===== src/rtl/wdw_pkg.sv =====
package wdw_pkg;

    localparam int unsigned WDW_MAX_DEF  = 130;
    localparam int unsigned WDW_MIN_DEF  = 38;
    localparam int unsigned WDW_SYNC_DEF = 2;

    typedef enum logic [1:0] {
        IV_GOOD = 2'd0,
        IV_FAST = 2'd1,
        IV_SLOW = 2'd2
    } iv_class_t;

    typedef struct packed {
        logic slow;
        logic fast;
    } wdw_fault_t;

    localparam wdw_fault_t WDW_FAULT_RESET = '{slow: 1'b1, fast: 1'b0};
    localparam wdw_fault_t WDW_FAULT_CLEAR = '{slow: 1'b0, fast: 1'b0};

    // Saturation dominates; a short interval is only fast if not saturated.
    function automatic iv_class_t wdw_classify(input logic at_max, input logic short_iv);
        if (at_max)
            return IV_SLOW;
        else if (short_iv)
            return IV_FAST;
        else
            return IV_GOOD;
    endfunction

endpackage


===== src/rtl/wdw_sync_fall.sv =====
module wdw_sync_fall #(
    parameter int unsigned STAGES = wdw_pkg::WDW_SYNC_DEF
) (
    input  logic clk,
    input  logic rst,
    input  logic async_in,
    output logic fall
);
    logic [STAGES-1:0] chain;
    logic              last_q;

    generate
        if (STAGES == 1) begin : g_one
            always_ff @(posedge clk) begin
                if (rst) chain <= '0;
                else     chain <= async_in;
            end
        end else begin : g_many
            always_ff @(posedge clk) begin
                if (rst) chain <= '0;
                else     chain <= {chain[STAGES-2:0], async_in};
            end
        end
    endgenerate

    always_ff @(posedge clk) begin
        if (rst) last_q <= 1'b0;
        else     last_q <= chain[STAGES-1];
    end

    // High-to-low only; rising transitions produce nothing
    assign fall = last_q & ~chain[STAGES-1];
endmodule


===== src/rtl/wdw_interval_cnt.sv =====
module wdw_interval_cnt #(
    parameter int unsigned MAX_TICKS = wdw_pkg::WDW_MAX_DEF,
    localparam int unsigned CNT_W    = $clog2(MAX_TICKS + 1)
) (
    input  logic             clk,
    input  logic             rst,
    input  logic             restart,
    input  logic             tick_en,
    output logic [CNT_W-1:0] count,
    output logic             at_max
);
    localparam logic [CNT_W-1:0] MAX_C = CNT_W'(MAX_TICKS);

    assign at_max = (count == MAX_C);

    always_ff @(posedge clk) begin
        if (rst)
            count <= '0;
        else if (restart)
            count <= '0;
        else if (tick_en && !at_max)
            count <= count + 1'b1;
    end
endmodule


===== src/rtl/wdw_verdict.sv =====
module wdw_verdict
    import wdw_pkg::*;
#(
    parameter int unsigned MIN_TICKS  = WDW_MIN_DEF,
    parameter int unsigned MAX_TICKS  = WDW_MAX_DEF,
    parameter bit          LOWER_ONLY = 1'b0,
    localparam int unsigned CNT_W     = $clog2(MAX_TICKS + 1)
) (
    input  logic             clk,
    input  logic             rst,
    input  logic             fall,
    input  logic [CNT_W-1:0] count,
    input  logic             at_max,
    output wdw_fault_t       faults
);
    localparam logic [CNT_W-1:0] MIN_C = CNT_W'(MIN_TICKS);

    logic      armed;
    logic      short_iv;
    iv_class_t cls;

    generate
        if (LOWER_ONLY) begin : g_lower
            assign short_iv = 1'b0;
        end else begin : g_full
            assign short_iv = (count < MIN_C);
        end
    endgenerate

    assign cls = wdw_classify(at_max, short_iv);

    always_ff @(posedge clk) begin
        if (rst) begin
            armed  <= 1'b0;
            faults <= WDW_FAULT_RESET;
        end else if (fall) begin
            armed <= 1'b1;
            if (armed) begin
                unique case (cls)
                    IV_SLOW: faults.slow <= 1'b1;
                    IV_FAST: faults.fast <= 1'b1;
                    default: faults      <= WDW_FAULT_CLEAR;
                endcase
            end
        end else if (at_max) begin
            faults.slow <= 1'b1;
        end
    end
endmodule


===== src/rtl/wdw_period_check.sv =====
module wdw_period_check
    import wdw_pkg::*;
#(
    parameter int unsigned MIN_TICKS   = WDW_MIN_DEF,
    parameter int unsigned MAX_TICKS   = WDW_MAX_DEF,
    parameter int unsigned SYNC_STAGES = WDW_SYNC_DEF,
    parameter bit          LOWER_ONLY  = 1'b0
) (
    input  logic clk,
    input  logic rst,
    input  logic wd_in,
    input  logic tick_en,
    output logic in_window,
    output logic too_slow,
    output logic too_fast
);
    localparam int unsigned CNT_W = $clog2(MAX_TICKS + 1);

    logic             wd_fall;
    logic [CNT_W-1:0] elapsed;
    logic             at_max;
    wdw_fault_t       faults;

    wdw_sync_fall #(.STAGES(SYNC_STAGES)) u_sync (
        .clk      (clk),
        .rst      (rst),
        .async_in (wd_in),
        .fall     (wd_fall)
    );

    wdw_interval_cnt #(.MAX_TICKS(MAX_TICKS)) u_cnt (
        .clk     (clk),
        .rst     (rst),
        .restart (wd_fall),
        .tick_en (tick_en),
        .count   (elapsed),
        .at_max  (at_max)
    );

    wdw_verdict #(
        .MIN_TICKS  (MIN_TICKS),
        .MAX_TICKS  (MAX_TICKS),
        .LOWER_ONLY (LOWER_ONLY)
    ) u_verdict (
        .clk    (clk),
        .rst    (rst),
        .fall   (wd_fall),
        .count  (elapsed),
        .at_max (at_max),
        .faults (faults)
    );

    assign too_slow  = faults.slow;
    assign too_fast  = faults.fast;
    assign in_window = ~(faults.slow | faults.fast);
endmodule


===== config.mk =====
export PLATFORM = sky130hd
export DESIGN_NAME = wdw_period_check
export DESIGN_NICKNAME = d
export VERILOG_FILES = /design/src/rtl/wdw_pkg.sv /design/src/rtl/wdw_sync_fall.sv /design/src/rtl/wdw_interval_cnt.sv /design/src/rtl/wdw_verdict.sv /design/src/rtl/wdw_period_check.sv
export SDC_FILE = /design/constraint.sdc
export NUM_CORES = 1
export LEC_CHECK = 0
export ABC_AREA = 1
export ABC_CLOCK_PERIOD_IN_PS = 2350
export BUFFER_PORTS_ARGS = -buffer_cell sky130_fd_sc_hd__buf_4
export CORE_MARGIN = 4
export CORE_UTILIZATION = 45
export DETAILED_ROUTE_END_ITERATION = 10
export PLACE_DENSITY_LB_ADDON = 0.3
export SLEW_MARGIN = 10
export SYNTH_ARGS = -nofsm -noshare
export SYNTH_HDL_FRONTEND = slang
export SYNTH_HIERARCHICAL = 1
export SYNTH_SLANG_ARGS = --single-unit

===== constraint.sdc =====
create_clock -name clk -period 2.35 [get_ports clk]
set_input_delay 0.235 -clock clk [delete_from_list [all_inputs] [get_ports clk]]
set_output_delay 0.235 -clock clk [all_outputs]
set_load 0.1 [all_outputs]

### After elaboration in Yosys (flattened, before gate mapping)

Index checks and enable logic that the tools add are counted.

| storage, ports and cells | value |
|---|---|
| bits in registers | 14 |
| input bits | 4 |
| output and inout port bits | 3 |
| word-level logic and storage cells | 31 |

| cells by class | value |
|---|---|
| $add $sub $neg | 1 |
| order comparisons | 1 |
| eq/ne operators | 5 |
| muxes and demuxes | 7 |
| bitwise gates (word level) | 5 |
| reductions and logical operators | 6 |

Operators by type and width:

| kind | number |
|---|---|
| $add A8 B1 Y8 const B | 1 |
| $eq A8 B8 Y1 const B | 1 |
| $lt A8 B6 Y1 const B | 1 |
| $reduce_and A3 Y1 | 2 |
| $mux W2 | 2 |
| $pmux W1 S2 | 2 |
| $mux W1 | 3 |
| $not A1 Y1 | 3 |
| $eq A2 B1 Y1 const B | 1 |
| $eq A2 B2 Y1 const B | 1 |
| $ne A2 B1 Y1 const B | 1 |
| $ne A2 B2 Y1 const B | 1 |
| $reduce_bool A2 Y1 | 1 |
| $reduce_or A2 Y1 | 1 |
| $and A1 B1 Y1 | 1 |
| $logic_and A1 B1 Y1 | 1 |
| $logic_not A1 Y1 | 1 |
| $or A1 B1 Y1 | 1 |

### Logic depth before layout (Yosys ltp)

| logic depth | value |
|---|---|
| word-level depth | 7 |
| depth in mapped cells | 9 |
| gate-level depth less buffers | 9 |

### Modules after synthesis

The synthesis kept the hierarchy.

Modules (own cells, without submodules):

| module | times used | cells an instance | area each (um^2) | sequential area each (um^2) |
|---|---|---|---|---|
| wdw_interval_cnt | 1 | 83 | 534.3 | 160.2 |
| wdw_verdict | 1 | 22 | 141.4 | 60.1 |
| wdw_sync_fall | 1 | 11 | 92.6 | 60.1 |
| wdw_period_check | 1 | 1 | 3.8 | 0.0 |

### Least setup slack after synthesis

No wires, ideal clock.

| timing path | value |
|---|---|
| kind | register to output |
| start | register u_verdict/faults[0] (netlist name) |
| end | output in_window |
| arrival | 2.058 ns |
| data required time | 2.115 ns |
| path slack | 0.057 ns |
| cell stages (with the launch flop) | 2 |
| path buffers | 0 |
| path through | dfxtp_1 -> nor2_1 |

| between the ends | value |
|---|---|
| word-level cells in the longest chain between the ends | 2 |

Ends and longest elaborated chain:

| element | RTL line | RTL |
|---|---|---|
| $or A1 B1 Y1 | wdw_period_check.sv:55 | `assign in_window = ~(faults.slow \| faults.fast);` |
| $not A1 Y1 | wdw_period_check.sv:55 |  |
| end, declared | wdw_period_check.sv:13 | `output logic in_window,` |

No other way between the ends.

### Final worst setup path

| timing path | value |
|---|---|
| start | register u_cnt.count[1] |
| end | register u_cnt.count[6] |

| between the ends | value |
|---|---|
| word-level cells in the longest chain between the ends | 3 |
| elaborated cells between the ends (all ways) | 4 |
| those cells by class | 1 x add/sub; 1 x eq/ne; 2 x reduce/logical |

Ends and longest elaborated chain:

| element | RTL line | RTL |
|---|---|---|
| start, declared | wdw_interval_cnt.sv:9 | `output logic [CNT_W-1:0] count,` |
| start signal, assigned | wdw_interval_cnt.sv:22 | `count <= count + 1'b1;` |
| branches (longest 3 deep; another with $add A8 B1 Y8) | n/a |  |

Several ways; the timed one is not identified.
A chain may end at the register's enable or synchronous reset.

==> results summary <==
The ratio of final minimum period to clock period is 56.04%. The number of max-cap violations came out at 0. The number of nets still failing antenna checks after routing is 0. The number of antenna violations at the first check in global routing came out at 0. The endpoint identified for the worst register-to-register timing path is u_cnt/count[6]$_SDFFE_PP0P_. Summed over all layers, the routed wires come to 1323 um. The tightest min-delay check is of the in -> reg type. The kind of launch point of the worst setup path is a flip-flop. The met2 routing resource usage after global routing came out at 20.76%. The data required time of the critical path came out at 2.55 ns. After legalization and detailed placement, the total HPWL measured 1056 um.

The endpoint arrival time on the critical path is 1.52 ns. The via count of the first global-routing pass came out at 582. The maximum VDD drop is 287.3 uV. The maximum operating frequency came out at 759.3 MHz. The floorplan die height came out at 49.42 um. The number of buffers created by CTS came out at 3. The global-route track usage on met3 is 2.752%. The placeable core region came out at 1559 um^2. The sequential share of the synthesized area is 36.30%. The part of the total power dissipated in sequential elements came out at 55.2%. Summing every instance area after synthesis gives 772.0 um^2.

For this block, the via count after detailed routing is 689. The number of diodes added for antenna fixing is 0. The distinct cell type count after synthesis is 19. The post-detailed-route DRC marker count came out at 0.

The run finished with clean final reports. The longest clock path from root to sink contains 2 buffers. The share of power burned in the clock network is 36.8%.

The number of buffers inserted by hold repair at cts came out at 0. Clock-pin slew was measured on the worst setup and hold paths at 0.08 ns. The setup total negative slack came out at 0 ns. The number of setup buffers added after CTS came out at 0. The aggregate global-route resource usage is 12.42%. Leaving out fill and tap cells, the most frequent cells in the layout are sky130_fd_sc_hd__nand2_1 (37), sky130_fd_sc_hd__nor2_1 (18), sky130_fd_sc_hd__inv_1 (14), sky130_fd_sc_hd__dfxtp_1 (14), sky130_fd_sc_hd__a21oi_1 (8).

During placement, the flow inserted port buffers numbering 6. The net count after synthesis is 123. The global-route track usage on met1 came out at 16.18%. The clock drives 14 sinks. The clock tree from TritonCTS is built. The initial cell density of the core is 49.52%. The library cell used most frequently in the layout, excluding fill and tap cells, is sky130_fd_sc_hd__nand2_1. The storage element area is 280.3 um^2. Row generation in the floorplan step produced 14 rows.

The post-layout total power came out at 452.1 uW. The worst reg-to-reg path cell count came out at 7. The clock latency of the later-clocked register in the worst-skew pair is 0.27 ns. The multi-input gate area in the final layout came out at 424.2 um^2. The final number of max-transition violations is 0. The maximum number of pins on one net before global-route repair is 9.

The proportion of total power due to net switching is 22.35%. Dividing the detail-routed wire length by the instance count gives 9.317 um. The largest fanout of any net on the critical path came out at 7.

The number of top-level pins came out at 7. The smallest hold slack came out at 0.1692 ns. The root buffer cell is sky130_fd_sc_hd__clkbuf_4. Setup violations remaining at the end of the flow were counted as 0. The static power due to leakage came out at 0.0003997 uW. Routability-driven placement finished with a final weighted congestion of 0.8190. The internal power component is 351.0 uW.

The total overflow reported by the global router came out at 0. The area fraction of the dominant cell type after synthesis is 36.30%. The average footprint of a synthesized cell came out at 6.598 um^2. Ranked by total cell area, the synthesized netlist is headed by sky130_fd_sc_hd__dfxtp_1 (36%), sky130_fd_sc_hd__nand2_1 (18%), sky130_fd_sc_hd__nor2_1 (8.8%). The initial DRC count came out at 7. In this run the most critical hold path is launched from wd_in.

The die is 49.42 um wide. The slew at the pin closest to its max-slew limit is 0.2796 ns. The first global-routing pass estimated 2428 um of wire. The shortest period the worst path allows is 1.317 ns. The full die area is 2442 um^2. The worst setup path is of the reg -> reg kind. The number of flip-flops and latches in the synthesized netlist came out at 14. Relative to the synthesized area, the layout overhead comes to 11.67%. The worst clock skew is 0.003370 ns. For this run, the share of the core covered by cells in the final layout is 55.30%. Setup repair after global routing left no endpoint under its margin. The type of destination of the critical path is a flip-flop.

The count of non-filler cells in the finished layout is 142. The switching component of the power is 101.1 uW. Gates resized during post-CTS repair numbered 0.

The global routing stage identified its most utilized layer as met2. For flop-to-flop paths, the worst setup slack is 1.03 ns. The count of final hold-check violations is 0. The share of final-layout standard cells stronger than drive strength 1 came out at 15.87%. Counting the fill cells in the layout gives 156.

The worst slew margin relative to its limit is 81.34%. Synthesis produced 117 cells. The number of cells traversed by the worst hold path is 3. The total instance count after detailed placement is 138. Dividing the detail-routed via count by the number of cells gives 4.852.

The cell type with the highest aggregate area in the netlist is sky130_fd_sc_hd__dfxtp_1. CTS built an H-tree with a depth of 1. The first detailed-routing pass ran for 4 iterations. In this run the critical register-to-register path is launched from u_cnt/count[1]$_SDFFE_PP0P_.

The final layout net count came out at 133. The path with the worst hold slack has its endpoint at u_sync/chain[0]$_SDFF_PP0_. The warning count from the yosys run is 6. Power spread over the standard cell area amounts to 524.4 nW/um^2. The share of power burned in combinational logic is 8.1%.
cell usage after synthesis (all sizes together):
library cell,instances
inv,15
nand4,1
nor2,24
o21ai,3
o21bai,1
nand3,5
dfxtp,14
nor3,1
a21oi,8
nand2,40
buf,1
ha,2
xor2,2
power groups by stage:
stage | clock network (uW) | logic [uW] | registers (uW)
finish | 166 | 36.5 | 249
global route | 189 | 41.8 | 250
CTS | 175 | 36.9 | 250
detailed placement | 0 | 36.7 | 255
global placement | 0 | 35.9 | 255
floorplan | 0 | 25.8 | 254
stage by stage:
| stage | instance area (um^2) | setup WS [ns] |
|---|---|---|
| CTS | 862.1 | 1.017 |
| finish | 862.1 | 1.033 |
| detailed placement | 825.8 | 1.043 |
| floorplan | 772.0 | 0.05657 |
| global placement | 825.8 | 1.080 |
| global route | 862.1 | 0.9092 |
area by class of cell:
| cell class | count | area share (%) |
|---|---|---|
| clock buffers | 4 | 4.209 |
| inverters | 15 | 6.531 |
| multi-input cells | 87 | 49.20 |
| flip-flops and latches | 14 | 32.51 |
| well taps | 16 | 2.322 |
| repair buffers | 6 | 5.225 |
critical path, cell delays in order, from the launching register on:
cell,delay [ns]
sky130_fd_sc_hd__dfxtp_1,0.44
sky130_fd_sc_hd__ha_1,0.23
sky130_fd_sc_hd__nand3_1,0.16
sky130_fd_sc_hd__nor2_1,0.13
sky130_fd_sc_hd__nand2_1,0.06
sky130_fd_sc_hd__nand2_1,0.06
sky130_fd_sc_hd__nand2_1,0.05
sky130_fd_sc_hd__a21oi_1,0.12
state kept, by name, summed over array words and instances (netlist names):
register / cells
u_cnt/count: 8
u_sync/chain: 2
u_sync/last_q: 1
u_verdict/armed: 1
u_verdict/faults: 2
cell families (layout without fill, tap and decap cells):
family,after synthesis,in the layout,share of synthesized area (%)
AND/OR/NAND/NOR,71,71,41.33
buffers and inverters,16,25,8.751
flip-flops,14,14,36.30
AO/OA/AOI/OAI,12,12,8.104
adder cells (fa/ha/maj),2,2,3.241
XOR/XNOR,2,2,2.269
how the worst max path moves through the flow:
stage / startpoint / end / slack (ns) / cells past startpoint
after global placement: u_cnt/count[1]$_SDFFE_PP0P_ / u_cnt/count[6]$_SDFFE_PP0P_ / 1.08 / 6
after detailed placement: u_cnt/count[1]$_SDFFE_PP0P_ / u_cnt/count[6]$_SDFFE_PP0P_ / 1.04 / 7
after floorplan: u_verdict/faults[0]$_SDFFE_PP0P_ / in_window / 0.06 / 1
after CTS: u_cnt/count[1]$_SDFFE_PP0P_ / u_cnt/count[6]$_SDFFE_PP0P_ / 1.02 / 7
after global routing: u_cnt/count[0]$_SDFFE_PP0P_ / u_verdict/faults[1]$_SDFFE_PP1P_ / 0.91 / 9
final: u_cnt/count[1]$_SDFFE_PP0P_ / u_cnt/count[6]$_SDFFE_PP0P_ / 1.03 / 7
per-layer routing:
layer / vias to the layer above / routed length (um)
met3: 0 / 31
met5: - / 0
li1: 378 / -
met1: 307 / 669
met2: 4 / 623
met4: 0 / 0
No activity file was read; power rests on OpenSTA's default activity.
